--- config.mk ---
export PLATFORM = sky130hd
export DESIGN_NAME = pll_pwr_seq
export DESIGN_NICKNAME = d
export VERILOG_FILES = /design/src/rtl/pps_pkg.sv /design/src/rtl/pps_settle.sv /design/src/rtl/pps_lock_poll.sv /design/src/rtl/pps_chan.sv /design/src/rtl/pll_pwr_seq.sv
export SDC_FILE = /design/constraint.sdc
export NUM_CORES = 1
export LEC_CHECK = 0
export CAP_MARGIN = 40
export CELL_PAD_IN_SITES_DETAIL_PLACEMENT = 0
export CELL_PAD_IN_SITES_GLOBAL_PLACEMENT = 2
export CORE_AREA = 4 4 99 73
export CTS_CLUSTER_SIZE = 16
export DETAILED_ROUTE_END_ITERATION = 6
export DIE_AREA = 0 0 103 77
export GPL_TIMING_DRIVEN = 1
export PLACE_DENSITY = 0.83
export SETUP_SLACK_MARGIN = 0.15
export SLEW_MARGIN = 20
export SYNTH_ARGS = -nofsm -noshare
export SYNTH_HDL_FRONTEND = slang
export SYNTH_SLANG_ARGS = --single-unit
--- constraint.sdc ---
create_clock -name clk -period 4.85 [get_ports clk]
set_clock_uncertainty 0.2 [all_clocks]
set_input_delay 0.97 -clock clk [delete_from_list [all_inputs] [get_ports clk]]
set_output_delay 0.97 -clock clk [all_outputs]
set_load 0.02 [all_outputs]
--- src/rtl/pps_pkg.sv ---
`timescale 1ns/1ps
package pps_pkg;

  typedef enum logic [4:0] {
    ST_IDLE, ST_MBIAS, ST_SBIAS, ST_GO, ST_LOCK,
    ST_MRST, ST_SRST, ST_MCLK, ST_SCLK, ST_ON, ST_FAIL,
    ST_D_MGATE, ST_D_PLL, ST_D_MOFF, ST_D_MWAIT,
    ST_D_SGATE, ST_D_SOFF, ST_D_SWAIT
  } seq_st_e;

  // per-channel set/clear commands issued by the sequencer
  typedef struct packed {
    logic bias_on;
    logic bias_off;
    logic rst_set;
    logic rst_clr;
    logic clk_on;
    logic clk_off;
  } chan_cmd_t;

  function automatic int ceil_div(input int num, input int den);
    return (num + den - 1) / den;
  endfunction

  // bits needed to hold values 0..n
  function automatic int cnt_w(input int n);
    return (n < 2) ? 1 : $clog2(n + 1);
  endfunction

endpackage

--- src/rtl/pps_settle.sv ---
`timescale 1ns/1ps
module pps_settle #(
  parameter int CYC = 32
) (
  input  logic clk,
  input  logic rst_n,
  input  logic load,
  output logic expire
);
  localparam int LEN = (CYC < 1) ? 1 : CYC;
  localparam int W   = pps_pkg::cnt_w(LEN);

  logic [W-1:0] cnt;

  always_ff @(posedge clk or negedge rst_n) begin
    if (!rst_n)            cnt <= '0;
    else if (load)         cnt <= W'(LEN);
    else if (cnt != '0)    cnt <= cnt - 1'b1;
  end

  // last cycle of the wait: the next edge leaves the wait state
  assign expire = (cnt == W'(1));
endmodule

--- src/rtl/pps_lock_poll.sv ---
`timescale 1ns/1ps
module pps_lock_poll #(
  parameter int POLL_US    = 100,
  parameter int TIMEOUT_US = 5000
) (
  input  logic clk,
  input  logic rst_n,
  input  logic clr,
  input  logic en,
  input  logic tick,
  input  logic lock,
  output logic locked,
  output logic timeout
);
  localparam int PW = pps_pkg::cnt_w(POLL_US);
  localparam int TW = pps_pkg::cnt_w(TIMEOUT_US);

  logic [PW-1:0] phase;
  logic [TW-1:0] total;
  logic          sample;

  assign sample  = en && tick && (phase == PW'(POLL_US - 1));
  assign locked  = sample && lock;
  assign timeout = en && tick && (total == TW'(TIMEOUT_US - 1)) && !locked;

  always_ff @(posedge clk or negedge rst_n) begin
    if (!rst_n) begin
      phase <= '0;
      total <= '0;
    end else if (clr) begin
      phase <= '0;
      total <= '0;
    end else if (en && tick) begin
      phase <= (phase == PW'(POLL_US - 1)) ? '0 : phase + 1'b1;
      if (total != TW'(TIMEOUT_US)) total <= total + 1'b1;
    end
  end
endmodule

--- src/rtl/pps_chan.sv ---
`timescale 1ns/1ps
module pps_chan (
  input  logic                clk,
  input  logic                rst_n,
  input  pps_pkg::chan_cmd_t  cmd,
  output logic                bias_en,
  output logic                dig_rst,
  output logic                clk_en
);
  always_ff @(posedge clk or negedge rst_n) begin
    if (!rst_n) begin
      bias_en <= 1'b0;
      dig_rst <= 1'b0;
      clk_en  <= 1'b0;
    end else begin
      if (cmd.bias_on)       bias_en <= 1'b1;
      else if (cmd.bias_off) bias_en <= 1'b0;
      if (cmd.rst_set)       dig_rst <= 1'b1;
      else if (cmd.rst_clr)  dig_rst <= 1'b0;
      if (cmd.clk_on)        clk_en  <= 1'b1;
      else if (cmd.clk_off)  clk_en  <= 1'b0;
    end
  end


  rst_pulse_chk: assert property (@(posedge clk) disable iff (!rst_n)
    $rose(dig_rst) |=> !dig_rst);


  clk_after_rst_chk: assert property (@(posedge clk) disable iff (!rst_n)
    clk_en |-> (bias_en && !dig_rst));


  bias_off_gated_chk: assert property (@(posedge clk) disable iff (!rst_n)
    $fell(bias_en) |-> !clk_en);
endmodule

--- src/rtl/pll_pwr_seq.sv ---
`timescale 1ns/1ps
module pll_pwr_seq #(
  parameter int HAS_SLAVE  = 1,
  parameter int CLK_MHZ    = 125,
  parameter int SETTLE_NS  = 250,
  parameter int POLL_US    = 100,
  parameter int TIMEOUT_US = 5000
) (
  input  logic clk,
  input  logic rst_n,
  input  logic start_req,
  input  logic stop_req,
  input  logic lock_in,
  input  logic us_tick,
  output logic m_bias_en,
  output logic m_dig_rst,
  output logic m_clk_en,
  output logic s_bias_en,
  output logic s_dig_rst,
  output logic s_clk_en,
  output logic pll_start,
  output logic pll_on,
  output logic done,
  output logic error
);
  import pps_pkg::*;

  localparam int SETTLE_CYC = ceil_div(SETTLE_NS * CLK_MHZ, 1000);
  localparam bit SLV        = (HAS_SLAVE != 0);

  seq_st_e   st, nxt;
  chan_cmd_t mcmd, scmd;
  logic settle_ld, settle_exp, poll_clr, lock_ok, lock_tmo;
  logic set_start, clr_start, set_on, clr_on, set_err, clr_err, fin;

  pps_settle #(.CYC(SETTLE_CYC)) u_settle (
    .clk(clk), .rst_n(rst_n), .load(settle_ld), .expire(settle_exp));

  pps_lock_poll #(.POLL_US(POLL_US), .TIMEOUT_US(TIMEOUT_US)) u_poll (
    .clk(clk), .rst_n(rst_n), .clr(poll_clr), .en(st == ST_LOCK),
    .tick(us_tick), .lock(lock_in), .locked(lock_ok), .timeout(lock_tmo));

  always_comb begin
    nxt = st;
    mcmd = '0; scmd = '0;
    settle_ld = 1'b0; poll_clr = 1'b0;
    set_start = 1'b0; clr_start = 1'b0;
    set_on = 1'b0; clr_on = 1'b0;
    set_err = 1'b0; clr_err = 1'b0;
    fin = 1'b0;
    unique case (st)
      ST_IDLE: if (start_req) begin
        mcmd.bias_on = 1'b1; settle_ld = 1'b1; clr_err = 1'b1; nxt = ST_MBIAS;
      end
      ST_MBIAS: if (settle_exp) begin
        if (SLV) begin scmd.bias_on = 1'b1; settle_ld = 1'b1; nxt = ST_SBIAS; end
        else nxt = ST_GO;
      end
      ST_SBIAS: if (settle_exp) nxt = ST_GO;
      ST_GO: begin set_start = 1'b1; poll_clr = 1'b1; nxt = ST_LOCK; end
      ST_LOCK: begin
        if (stop_req) nxt = ST_D_MGATE;
        else if (lock_ok) begin set_on = 1'b1; mcmd.rst_set = 1'b1; nxt = ST_MRST; end
        else if (lock_tmo) begin set_err = 1'b1; nxt = ST_FAIL; end
      end
      ST_MRST: begin
        mcmd.rst_clr = 1'b1;
        if (SLV) begin scmd.rst_set = 1'b1; nxt = ST_SRST; end
        else nxt = ST_MCLK;
      end
      ST_SRST: begin scmd.rst_clr = 1'b1; nxt = ST_MCLK; end
      ST_MCLK: begin
        mcmd.clk_on = 1'b1;
        if (SLV) nxt = ST_SCLK;
        else begin fin = 1'b1; nxt = ST_ON; end
      end
      ST_SCLK: begin scmd.clk_on = 1'b1; fin = 1'b1; nxt = ST_ON; end
      ST_ON: if (stop_req) begin clr_on = 1'b1; nxt = ST_D_MGATE; end
      ST_FAIL: if (stop_req) nxt = ST_D_MGATE;
      ST_D_MGATE: begin mcmd.clk_off = 1'b1; nxt = ST_D_PLL; end
      ST_D_PLL: begin clr_start = 1'b1; nxt = ST_D_MOFF; end
      ST_D_MOFF: begin mcmd.bias_off = 1'b1; settle_ld = 1'b1; nxt = ST_D_MWAIT; end
      ST_D_MWAIT: if (settle_exp) begin
        if (SLV) nxt = ST_D_SGATE;
        else begin fin = 1'b1; nxt = ST_IDLE; end
      end
      ST_D_SGATE: begin scmd.clk_off = 1'b1; nxt = ST_D_SOFF; end
      ST_D_SOFF: begin scmd.bias_off = 1'b1; settle_ld = 1'b1; nxt = ST_D_SWAIT; end
      ST_D_SWAIT: if (settle_exp) begin fin = 1'b1; nxt = ST_IDLE; end
      default: nxt = ST_IDLE;
    endcase
  end

  always_ff @(posedge clk or negedge rst_n) begin
    if (!rst_n) begin
      st        <= ST_IDLE;
      pll_start <= 1'b0;
      pll_on    <= 1'b0;
      error     <= 1'b0;
      done      <= 1'b0;
    end else begin
      st   <= nxt;
      done <= fin;
      if (set_start)      pll_start <= 1'b1;
      else if (clr_start) pll_start <= 1'b0;
      if (set_on)         pll_on <= 1'b1;
      else if (clr_on)    pll_on <= 1'b0;
      if (set_err)        error <= 1'b1;
      else if (clr_err)   error <= 1'b0;
    end
  end

  pps_chan u_mchan (.clk(clk), .rst_n(rst_n), .cmd(mcmd),
    .bias_en(m_bias_en), .dig_rst(m_dig_rst), .clk_en(m_clk_en));

  generate
    if (HAS_SLAVE != 0) begin : g_slave
      pps_chan u_schan (.clk(clk), .rst_n(rst_n), .cmd(scmd),
        .bias_en(s_bias_en), .dig_rst(s_dig_rst), .clk_en(s_clk_en));
    end else begin : g_noslave
      assign s_bias_en = 1'b0;
      assign s_dig_rst = 1'b0;
      assign s_clk_en  = 1'b0;
    end
  endgenerate


  start_after_bias_chk: assert property (@(posedge clk) disable iff (!rst_n)
    $rose(pll_start) |-> (m_bias_en && (HAS_SLAVE == 0 || s_bias_en)));


  lock_on_tick_chk: assert property (@(posedge clk) disable iff (!rst_n)
    $rose(pll_on) |-> ($past(us_tick) && $past(lock_in)));


  err_quiet_chk: assert property (@(posedge clk) disable iff (!rst_n)
    error |-> (!m_clk_en && !m_dig_rst));


  on_needs_pll_chk: assert property (@(posedge clk) disable iff (!rst_n)
    pll_on |-> (pll_start && !error));


  pll_off_gated_chk: assert property (@(posedge clk) disable iff (!rst_n)
    $fell(pll_start) |-> !m_clk_en);
endmodule

Word level (Yosys, flattened, before mapping)
Cells that the tools add are included.

cells by class
  mux-type cells = 61
  multiply operators = 0
  shifts and indexed selects = 0
  add/subtract/negate cells = 3
  equal/unequal tests = 28
  reductions and logical operators = 24
  div/mod/pow operators = 0
  order comparisons = 0
  bitwise gates (word level) = 0

operator list
  operator                                                               number
  5-bit case mux with 17 select lines                                    1
  5-bit 2-to-1 mux                                                       9
  1-bit 2-to-1 mux                                                       41
  5-bit by 4-bit equality test with 1-bit output, second input constant  8
  13-bit 2-to-1 mux                                                      3
  2-bit nonzero test                                                     12
  7-bit 2-to-1 mux                                                       3
  5-bit by 3-bit equality test with 1-bit output, second input constant  4
  13-bit by 1-bit adder with 13-bit output, second input constant        1
  13-bit equality test, second input constant                            1
  13-bit inequality test, second input constant                          1
  6-bit 2-to-1 mux                                                       2
  5-bit by 2-bit equality test with 1-bit output, second input constant  2
  5-bit equality test, second input constant                             2
  2-bit inequality test, second input constant                           5
  7-bit by 1-bit adder with 7-bit output, second input constant          1
  7-bit equality test, second input constant                             1
  7-bit AND reduction                                                    1
  6-bit by 1-bit equality test with 1-bit output, second input constant  1
  6-bit nonzero test                                                     1
  6-bit by 1-bit subtractor with 6-bit output, second input constant     1
  5-bit by 1-bit equality test with 1-bit output, second input constant  1
  1-bit logical AND                                                      5
  5-bit zero test                                                        1
  other kinds (7)                                                        8

storage, ports and cells
  memory bits (read-only) = 0
  input port bits = 6
  memories kept = 0
  word-level logic and storage cells = 130
  bits in latches = 0
  output and inout port bits = 10
  RAM bits = 0
  bits in registers = 41

Depth between registers and ports, before layout
  word-level depth = 11
  depth in mapped cells = 7
  gate-level depth less buffers = 6

By module
From an unflattened synthesis, not the netlist that was laid out.

unflattened totals
  cells, all modules = 282
  area total of the unflattened synthesis = 2522.4 µm²

by module, submodules not included
  module         times used  cells an instance  area an instance (µm²)  seq. area each (µm²)
  pps_lock_poll  1           130                1216.2                  500.5
  pll_pwr_seq    1           101                757.0                   225.2
  pps_settle     1           33                 331.6                   150.1
  pps_chan       2           9                  108.9                   75.1

Worst setup path after synthesis
No wires, ideal clock.

  path kind = input to register
  start point = input port lock_in
  end point = register st[0]
  arrival = 2146 ps
  library setup time = 128 ps
  stages on the path = 5
  path buffers = 0
  setup slack = 2377 ps
  required time = 4522 ps
  cells stage by stage = inv_1 -> nor3_1 -> or4_4 -> a21oi_4 -> mux2_1

on the way
  word-level cells in the longest chain between the ends = 5
  elaborated cells on any way between the ends = 8
  classes of those cells = eq/ne (1); mux (3); reduce/logical (4)

ends and longest elaborated chain
  item                             RTL line             RTL
  start: declaration               pll_pwr_seq.sv:13    input logic lock_in,
  1-bit logical AND *              pps_lock_poll.sv:23  assign locked = sample && lock;
  1-bit zero test                  pps_lock_poll.sv:24  assign timeout = en && tick && (total == TW'(TIMEOUT_US - 1)) && !locked;
  1-bit logical AND                pps_lock_poll.sv:24
  4-bit inequality test (no line)  n/a
  7-bit AND reduction (no line)    n/a
  end signal: assignment           pll_pwr_seq.sv:102   st <= nxt;
  end: declaration                 pll_pwr_seq.sv:31    seq_st_e st, nxt;

Mark *: on every way between the ends. The rest lies on a longest branch, timed or not.
A chain may end at the register's enable or synchronous reset.

Final worst setup path
Ends and elaborated chain as after synthesis.

==> flow_metrics.py <==
metrics = {
    "drt": {
        "postRouteAntennaNets": 0,
        "dr.first_iter.drc_count": 190,
        "drc": 0,
        "wl_per_cell_um": 16.43,
        "dr.pass1.iters": 5,
        "vias_per_cell": 5.681,
        "vias": 2068,
        "drt-total-wl_mm": 5.980,
    },
    "synthesis": {
        "ys_ff_latch": 41,
        "async_reset_ff_share_pct": 100.0,
        "synth_edf_count": 0,
        "syn_nets": 286,
        "yosysSeqAreaShare_pct": 41.65,
        "synthMuxAreaShare_pct": 0.9142,
        "netlist_area_um2": 2464,
        "synth_xor_area_share_pct": 4.622,
        "synth-compound-area-share_pct": 18.79,
        "synthFlopType": "dfrtp_1",
        "syn_avg_cell_area_um2": 8.959,
        "synth-simple-area-share_pct": 27.22,
        "synthCells": 275,
        "synthAdderAreaFrac_pct": 2.539,
        "synth_top_family_by_area": "simple AND/OR/NAND/NOR gates",
        "synthDistinctLibCells": 53,
        "yosys_warnings": 0,
    },
    "clock_network": {
        "post_cts_resized": 0,
        "clk_pin_slew_ns": 0.08,
        "clock_path_buffers": 2,
        "holdBufCountCts": 0,
        "h-tree-depth": 2,
        "cts_tree": "yes",
        "clock_latency_ns": 0.29,
        "cts_setup_buffers": 0,
        "cts_buffers": 5,
        "clock_sinks": 41,
        "clock-root-buffer": "clkbuf_8",
    },
    "outcome": {
        "run_status": "complete, no violations",
    },
    "critical_path": {
        "critPathMaxFanout": 6,
        "worstSetupPathType": "in -> reg",
        "crit_path_top_delay_cell": "nor3_1",
        "crit_arrival_ns": 3.00,
        "path_cells": "clkdlybuf4s50_1, inv_1, nor3_1, a21oi_1, a21oi_4, mux2_1",
        "worstPathRequired_ns": 4.82,
        "crit_path_end_kind": "flop",
        "max_stage_delay_ns": 0.68,
        "startpoint_type": "primary input",
    },
    "layout": {
        "area_growth_pct": 11.63,
        "multi_input_area_um2": 1333,
        "drive_above_1_share_pct": 6.993,
        "fillCellCount": 626,
        "nets": 296,
        "regArea_um2": 1026,
        "n_antenna_cell": 0,
        "finish.utilization_pct": 44.46,
    },
    "global_routing": {
        "grt_pass1_wl_mm": 9.880,
        "grt_max_degree": 29,
        "antenna_found_initial": 0,
        "grt_util_all_layers_pct": 15.69,
        "first_global_vias": 1880,
        "globalRoute.totalOverflow": 0,
    },
    "place": {
        "io_buffer_count": 15,
        "dp_hpwl_mm": 4.213,
        "gp_congestion": 0.8001,
    },
    "timing": {
        "min_period_ns": 3.026,
        "finalCritPeriodShare_pct": 62.40,
        "setup_viol": 0,
        "slew_violations": 0,
        "max_freq_ghz": 0.3304,
        "tns_ns": 0,
        "hold_viol": 0,
        "slew_headroom_pct": 44.61,
        "rsz0062_at_grt": "false",
        "max_slew.worst_pin.slew_ns": 0.8245,
    },
    "floorplanning": {
        "io_pins": 16,
        "die_y_um": 77,
        "placementRows": 24,
        "die-area_um2": 7931,
        "die_width_um": 103,
        "core_area_um2": 6186,
        "initial_utilization_pct": 39.83,
    },
    "power": {
        "peakVddDrop_v": 0.0002668,
        "leakage_nw": 1.094,
        "powerDensity_nw_per_um2": 515.3,
    },
    "min_path": {
        "hp-class": "reg -> reg",
    },
    "run": {
        "cap_violations": 0,
    },
}
flip-flops by register name, summed over array words and instances, names as in the netlist:
register,flops
u_mchan.dig_rst,1
st,5
done,1
g_slave.u_schan.dig_rst,1
g_slave.u_schan.bias_en,1
u_poll.total,13
u_poll.phase,7
u_mchan.bias_en,1
g_slave.u_schan.clk_en,1
u_mchan.clk_en,1
pll_on,1
pll_start,1
error,1
u_settle.cnt,6
stage by stage:
stage | area [um^2] | worst slack, ns | instances | power [mW] | hold WS (ns)
floorplan | 2464 | 2.377 | 275 | 1.019 | 0.2817
global placement | 2643 | 1.619 | 354 | 1.191 | 0.2743
detailed placement | 2670 | 1.604 | 356 | 1.193 | 0.2671
CTS | 2750 | 1.895 | 364 | 1.423 | 0.2968
global route | 2750 | 1.817 | 364 | 1.533 | 0.3347
finish | 2750 | 1.824 | 364 | 1.417 | 0.2941
worst paths after layout:
check | startpoint | endpoint | slack (ns) | depth (start not counted)
worst max-delay path | lock_in | st[0] | 1.82 | 6
min in group asynchronous | rst_n | st[1] | 0.38 | 1
worst max register to register | st[2] | st[0] | 2.01 | 5
worst min-delay path | u_mchan.bias_en | u_mchan.bias_en | 0.29 | 2
max in group asynchronous | rst_n | u_poll.total[1] | 3.59 | 2
worst min register to register | u_mchan.bias_en | u_mchan.bias_en | 0.29 | 2
cells in the final DEF (no fill, tap or decap), types with 2 or more instances in the layout:
cell type,Yosys,layout
nor2_1,26,26
nor4_1,3,3
mux2_1,2,2
o31ai_1,3,3
a211o_1,2,2
clkdlybuf4s50_1,0,14
nand3_1,14,14
a31oi_1,4,4
a211oi_1,3,3
inv_1,11,11
nand2_1,30,30
o22ai_1,4,4
xor2_1,2,2
nor2b_1,4,4
o21ai_0,20,20
and4_1,2,2
nand4_1,3,3
ha_1,5,5
a22o_1,2,2
nand3b_1,2,2
nand4b_1,2,2
nor3_1,10,10
a32oi_1,2,2
and2_1,3,3
o21a_1,2,2
dfrtp_1,41,41
clkbuf_8,0,5
and3_1,7,7
nand2b_1,5,5
and3b_1,2,2
a21oi_1,13,13
clkbuf_1,10,3
xnor2_1,11,11
a2111oi_2,2,2
synthesized netlist by cell type (all sizes together), types with 3 or more instances:
| cell | number | area [um^2] |
|---|---|---|
| a2111oi | 3 | 57.56 |
| a211oi | 3 | 22.52 |
| a21oi | 14 | 81.33 |
| a31oi | 4 | 25.02 |
| and2 | 3 | 18.77 |
| and3 | 7 | 43.79 |
| buf | 4 | 26.27 |
| clkbuf | 10 | 37.54 |
| dfrtp | 41 | 1026 |
| ha | 5 | 62.56 |
| inv | 11 | 41.29 |
| nand2 | 30 | 112.6 |
| nand2b | 5 | 31.28 |
| nand3 | 14 | 70.07 |
| nand4 | 3 | 18.77 |
| nor2 | 27 | 103.9 |
| nor2b | 4 | 25.02 |
| nor3 | 10 | 50.05 |
| nor4 | 3 | 18.77 |
| o21ai | 21 | 108.9 |
| o22ai | 4 | 25.02 |
| o31ai | 3 | 22.52 |
| xnor2 | 11 | 96.34 |
report_power, final:
| group | internal, mW | total, mW | switching, mW |
|---|---|---|---|
| Combinational | 0.257 | 0.600 | 0.343 |
| Clock | 0.102 | 0.218 | 0.115 |
| Sequential | 0.427 | 0.599 | 0.172 |
| Total | 0.786 | 1.42 | 0.631 |
area by class of cell:
class                      instances  share of cell area [%]
timing repair buffer              17                   6.278
sequential                        41                   37.31
clock buffer                       8                   2.912
inverter                          11                   1.501
tap                               78                   3.549
multi-input combinational        209                   48.45
logic make-up (layout without fill, tap and decap cells):
logic type | count (synthesis) | after routing
adder cells (fa/ha/maj) | 5 | 5
buffers and inverters | 25 | 36
multiplexers | 2 | 2
flip-flops | 41 | 41
AND/OR/NAND/NOR | 124 | 124
AO/OA/AOI/OAI | 65 | 65
XOR/XNOR | 13 | 13
routing by layer:
metal / vias to the layer above / global-route usage [%] / share of wire [%]
met5: - / 0 / 0
met4: 0 / 3.105 / 0.48
met3: 2 / 3.083 / 4.4
met2: 51 / 20.61 / 40
met1: 1008 / 26.01 / 55
li1: 1007 / - / -
worst max-delay path, delay by kind of cell:
family,cells,cell delay (ns)
AO/OA/AOI/OAI,2,0.47
buffers and inverters,2,0.52
multiplexers,1,0.35
AND/OR/NAND/NOR,1,0.68
No activity file was read; power rests on OpenSTA's default activity.
